[config.mk]
export PLATFORM = sky130hd
export DESIGN_NAME = dring_queue_engine
export DESIGN_NICKNAME = d
export VERILOG_FILES = /design/src/rtl/dring_queue_engine.sv
export SDC_FILE = /design/constraint.sdc
export NUM_CORES = 2
export LEC_CHECK = 0
export ABC_AREA = 1
export ABC_CLOCK_PERIOD_IN_PS = 3390
export BUFFER_PORTS_ARGS = -buffer_cell sky130_fd_sc_hd__buf_2
export CORE_UTILIZATION = 45
export CTS_CLUSTER_DIAMETER = 120
export CTS_CLUSTER_SIZE = 24
export DETAILED_ROUTE_END_ITERATION = 6
export PLACE_DENSITY_LB_ADDON = 0.3
export SYNTH_ARGS = -nofsm -noshare
export SYNTH_HDL_FRONTEND = slang
export SYNTH_SLANG_ARGS = --single-unit
[constraint.sdc]
create_clock -name clk -period 3.39 [get_ports clk]
set_input_delay 0.339 -clock clk [delete_from_list [all_inputs] [get_ports clk]]
set_output_delay 0.339 -clock clk [all_outputs]
set_load 0.005 [all_outputs]
[src/rtl/dring_queue_engine.sv]
module dring_queue_engine #(
  parameter int NUM_DESC   = 8,
  parameter int STOP_LIMIT = 1000,
  parameter bit IS_TX      = 1'b1,
  localparam int IDX_W     = (NUM_DESC > 1) ? $clog2(NUM_DESC) : 1,
  localparam int MEM_AW    = IDX_W + 2
) (
  input  logic              clk,
  input  logic              rst_n,
  input  logic              sw_we,
  input  logic [MEM_AW-1:0] sw_addr,
  input  logic [31:0]       sw_wdata,
  output logic [31:0]       sw_rdata,
  input  logic              sa_we,
  input  logic [35:0]       sa_wdata,
  input  logic              cmd_start,
  input  logic              cmd_stop,
  input  logic              cmd_resume,
  output logic              active,
  output logic [35:0]       cur_ptr,
  output logic              len_err,
  output logic              done,
  output logic              dm_req,
  output logic [35:0]       dm_addr,
  output logic [15:0]       dm_len,
  output logic              dm_zlp,
  input  logic              dm_ack,
  input  logic [15:0]       dm_actual
);

  localparam int WORDS = 4 * NUM_DESC;
  localparam int CNT_W = $clog2(STOP_LIMIT);

  typedef enum logic [2:0] {ST_OFF, ST_CHECK, ST_MOVE, ST_WB, ST_PARK, ST_HALT} st_t;

  logic [31:0]       mem [WORDS];
  st_t               st;
  logic [35:0]       ptr, sa_q;
  logic [15:0]       act_q;
  logic              ioc_q, stop_pend, err_q, zlen;
  logic [CNT_W-1:0]  stop_cnt;
  logic [IDX_W-1:0]  slot;
  logic [MEM_AW-1:0] a0, a1, a2, a3;

  assign slot = ptr[IDX_W+3:4];
  assign a0 = {slot, 2'd0};
  assign a1 = {slot, 2'd1};
  assign a2 = {slot, 2'd2};
  assign a3 = {slot, 2'd3};

  generate
    if (IS_TX) begin : g_tx
      assign zlen = (mem[a0][31:16] == 16'd0);
    end else begin : g_rx
      assign zlen = 1'b0;
    end
  endgenerate

  assign sw_rdata = mem[sw_addr];
  assign active   = (st != ST_OFF);
  assign cur_ptr  = ptr;
  assign len_err  = err_q;
  assign done     = (st == ST_WB) && ioc_q;
  assign dm_req   = (st == ST_MOVE);
  assign dm_addr  = {mem[a3][3:0], mem[a2]};
  assign dm_len   = mem[a0][31:16];
  assign dm_zlp   = mem[a0][13];

  always_ff @(posedge clk) begin
    if (sw_we) mem[sw_addr] <= sw_wdata;
    if (st == ST_WB) begin
      mem[a0] <= {mem[a0][31:1], 1'b0};
      mem[a3] <= {act_q, mem[a3][15:0]};
    end
  end

  always_ff @(posedge clk or negedge rst_n) begin
    if (!rst_n) sa_q <= '0;
    else if (sa_we) sa_q <= sa_wdata;
  end

  always_ff @(posedge clk or negedge rst_n) begin
    if (!rst_n) begin
      st        <= ST_OFF;
      ptr       <= '0;
      act_q     <= '0;
      ioc_q     <= 1'b0;
      stop_pend <= 1'b0;
      stop_cnt  <= '0;
      err_q     <= 1'b0;
    end else begin
      case (st)
        ST_OFF: begin
          if (cmd_start && !cmd_stop) begin
            ptr   <= sa_q;
            err_q <= 1'b0;
            st    <= ST_CHECK;
          end
        end
        ST_CHECK: begin
          if (cmd_stop) st <= ST_OFF;
          else if (!mem[a0][0]) st <= ST_PARK;
          else if (mem[a0][2]) begin
            act_q <= '0;
            ioc_q <= mem[a0][7];
            st    <= ST_WB;
          end else if (zlen) begin
            err_q <= 1'b1;
            st    <= ST_HALT;
          end else begin
            ioc_q <= mem[a0][7];
            st    <= ST_MOVE;
          end
        end
        ST_PARK, ST_HALT: begin
          if (cmd_stop) st <= ST_OFF;
          else if (cmd_resume) begin
            err_q <= 1'b0;
            st    <= ST_CHECK;
          end
        end
        ST_MOVE: begin
          if (cmd_stop && !stop_pend) begin
            stop_pend <= 1'b1;
            stop_cnt  <= '0;
          end
          if (dm_ack) begin
            act_q <= dm_actual;
            st    <= ST_WB;
          end else if (stop_pend) begin
            if (stop_cnt == CNT_W'(STOP_LIMIT - 3)) begin
              stop_pend <= 1'b0;
              st        <= ST_OFF;
            end else begin
              stop_cnt <= stop_cnt + 1'b1;
            end
          end
        end
        ST_WB: begin
          ptr <= {mem[a3][7:4], mem[a1]};
          if (stop_pend || cmd_stop) begin
            stop_pend <= 1'b0;
            st        <= ST_OFF;
          end else begin
            st <= ST_CHECK;
          end
        end
        default: st <= ST_OFF;
      endcase
    end
  end

endmodule

==> qor.yml <==
timing:
  timing.slew.headroom: 0.299
  hold_violations: 0
  timing.final.crit_share: 1.02
  tightest_slew_ns: 1.05
  report.final.setup_viol: 4
  report.final.slew_viol_count: 0
  setup_tns_ns: -0.177
  layout_setup_ws_ns: -0.0745
  max_freq_mhz: 289
  rsz0062_at_grt: "yes"
  skew_ns: 0.0223
  finalCriticalPeriod_ns: 3.46
synth:
  synth_edf_count: 1016
  synth.most_common_cell: "edfxtp_1"
  synthesis.area_um2: 53200
  postSynthCellCount: 4974
  ys_ff_latch: 1128
  synthTopCellsByArea: "edfxtp_1, a22oi_1, nand2_1, dfrtp_1, o21ai_0"
  ys_async_sr_fraction: 0.0922
  synth_seq_area_share: 0.625
  yosysWarnings: 0
  synthDominantCellAreaShare: 0.573
  synth_area_per_cell_um2: 10.7
  synth.top_cells.by_count: "edfxtp_1, nand2_1, a22oi_1, o21ai_0, inv_1"
  synth_ff_type: "edfxtp_1"
  synth.largest_area_cell: "edfxtp_1"
  synth_nets: 5073
  synth.distinct_cells: 59
hold_path:
  hold_path.class: "in2reg"
placed_design:
  dp.cells: 6589
  dp_hpwl_um: 150000
  place_area_um2: 57600
  gp_congestion: 1.01
  port_buffers: 221
setup_path:
  arrival_ns: 3.13
  cp.required_ns: 3.05
  reg2reg_slack_ns: 0.30
  cp_max_fo: 11
  critPathCaptureType: "output port"
  crit_type: "reg2out"
  cp-start-kind: "flop"
grt:
  grt_pass1_vias: 44300
  antenna_found_initial: 17
  grt_max_degree: 99
  grt.total_usage: 0.395
  overflow: 0
  grt_pass1_wl_um: 335000
floorplanning:
  die_h_um: 346
  start_util: 0.456
  dieArea_um2: 120000
  core-area_um2: 117000
  ioPinCount: 222
  fp-row-count: 125
  die_w_um: 346
clock_network:
  clock_path_buffers: 3
  h-tree-depth: 2
  cts_tree: "done"
  cts_root_buffer: "clkbuf_16"
  cts_num_sinks: 1128
  path_clk_slew_ns: 0.10
  clk_latency_ns: 0.73
  cts_buffers: 52
detailed_routing:
  routed_wl_um: 244000
  drtIter0Drc: 10100
  via_per_inst: 7.08
  via_count: 47800
  drtPass1Iterations: 7
  ant_nets: 0
  wl_per_cell_um: 36.2
  drc_errors: 9
cells_and_area:
  fin_cells: 6755
  drive_gt1_frac: 0.135
  fin_area_um2: 59800
  finish.net_count: 5281
  area_delta_synth_final_pct: 12.3
outcome:
  violations: "DRC, setup timing"
  status: "finished with violations"
pwr:
  ir_worst_vdd_mv: 0.414
  power_frac_clock: 0.193
  swShare: 0.412
  p_comb_frac: 0.391
  leakage_uw: 0.0221
  p_sw_uw: 16200
  p_total_uw: 39300
  p_per_area_nw_per_um2: 657
  internal_power_uw: 23100
  seqPwrFrac: 0.416
flow_run:
  cap_violations: 0
==> metrics by stage <==
stage,utilization,hold slack (ns),setup WS [ns]
final,0.512,0.0249,-0.0745
after global routing,0.512,0.0449,-0.0375
after CTS,0.512,0.0228,-0.0196
after detailed placement,0.493,0.460,-0.0203
after global placement,0.493,0.462,-0.0126
after floorplan,-,0.0434,-0.740
==> logic make-up after synthesis <==
| group | after synthesis | share of synthesized area |
|---|---|---|
| AOI/OAI and AO/OA | 1719 | 0.210 |
| xor gates and xnor gates | 1 | 0.000165 |
| adders and majority gates | 2 | 0.000470 |
| buffers and inverters | 782 | 0.0578 |
| DFF | 1128 | 0.625 |
| muxes | 6 | 0.00127 |
| and+or+nand+nor | 1336 | 0.106 |
==> final timing paths <==
| path | start | endpoint | depth (start not counted) |
|---|---|---|---|
| worst max-delay path | cur_ptr[5] | dm_addr[32] | 8 |
| worst min-delay path | cmd_stop | stop_pend | 3 |
| worst max register to register | st[2] | mem[19][12] | 8 |
| worst min register to register | act_q[5] | act_q[5] | 2 |
| max in group asynchronous | rst_n | act_q[0] | 3 |
| min in group asynchronous | rst_n | cur_ptr[19] | 2 |
==> final cells by class <==
| type | count | area [um2] |
|---|---|---|
| Fill cell | 10400 | 56900 |
| Inverter | 389 | 1520 |
| Multi-Input combinational cell | 3064 | 17300 |
| Clock buffer | 96 | 1490 |
| Tap cell | 1524 | 1910 |
| Sequential cell | 1128 | 33300 |
| Timing Repair Buffer | 547 | 4320 |
| Antenna cell | 7 | 17.5 |
==> routing by layer <==
layer | wire (um) | up-vias | global-route usage
met5 | 155 | - | 0.00160
met1 | 81700 | 22500 | 0.510
met4 | 19000 | 18 | 0.247
met2 | 97900 | 5167 | 0.550
met3 | 45600 | 1144 | 0.160
li1 | - | 19000 | -
==> cell usage in the layout, fill, tap and decap left out, drive strengths merged, types with 4 or more instances in the layout <==
cell and n:
a21o 10, nand4 44, a22oi 523, nand3 80, o211ai 16, o221ai 53
a221oi 74, dfxtp 8, dlygate4sd3 55, a31oi 17, nor2 164, a211oi 9
clkinv 6, mux2 6, o22ai 290, buf 492, edfxtp 1016, nor4 35
nor3 21, a32o 4, clkbuf 96, a21oi 250, a22o 38, dfrtp 104
inv 383, o2111ai 8, o21ai 405, or2 26, nor4b 4, nand2 953
a41oi 8, diode 7
==> flip-flops by register name, indices dropped and copies added, names as in the netlist <==
name and flops:
len_err 1, sa_q 36, st 3, act_q 16, cur_ptr 36, ioc_q 1
stop_pend 1, stop_cnt 10, mem 1024
==> what timing repair did <==
action	CTS	global route
pin swaps	3	2
cloned	0	0
resized for setup	8	10
setup buffers	6	2
endpoints found under the setup margin	38	21
endpoints found under the hold margin	117	0
hold buffers	55	0
==> critical path, cell delays in order (launching register included) <==
cell and delay (ns):
dfrtp_2 0.47, buf_4 0.24, nor2_4 0.08, nand2_2 0.21
buf_4 0.37, o22ai_1 0.13, nor2_1 0.14, o2111ai_1 0.45
buf_2 0.30
==> power groups by stage <==
stage,logic (uW),registers [uW],clock network (uW)
floorplan,6920,16400,0
CTS,14400,16300,7500
detailed placement,14200,16600,0
finish,15400,16300,7590
global route,15600,16400,7890
global placement,14200,16600,0
Note: power is estimated with default switching activity, not from simulation.
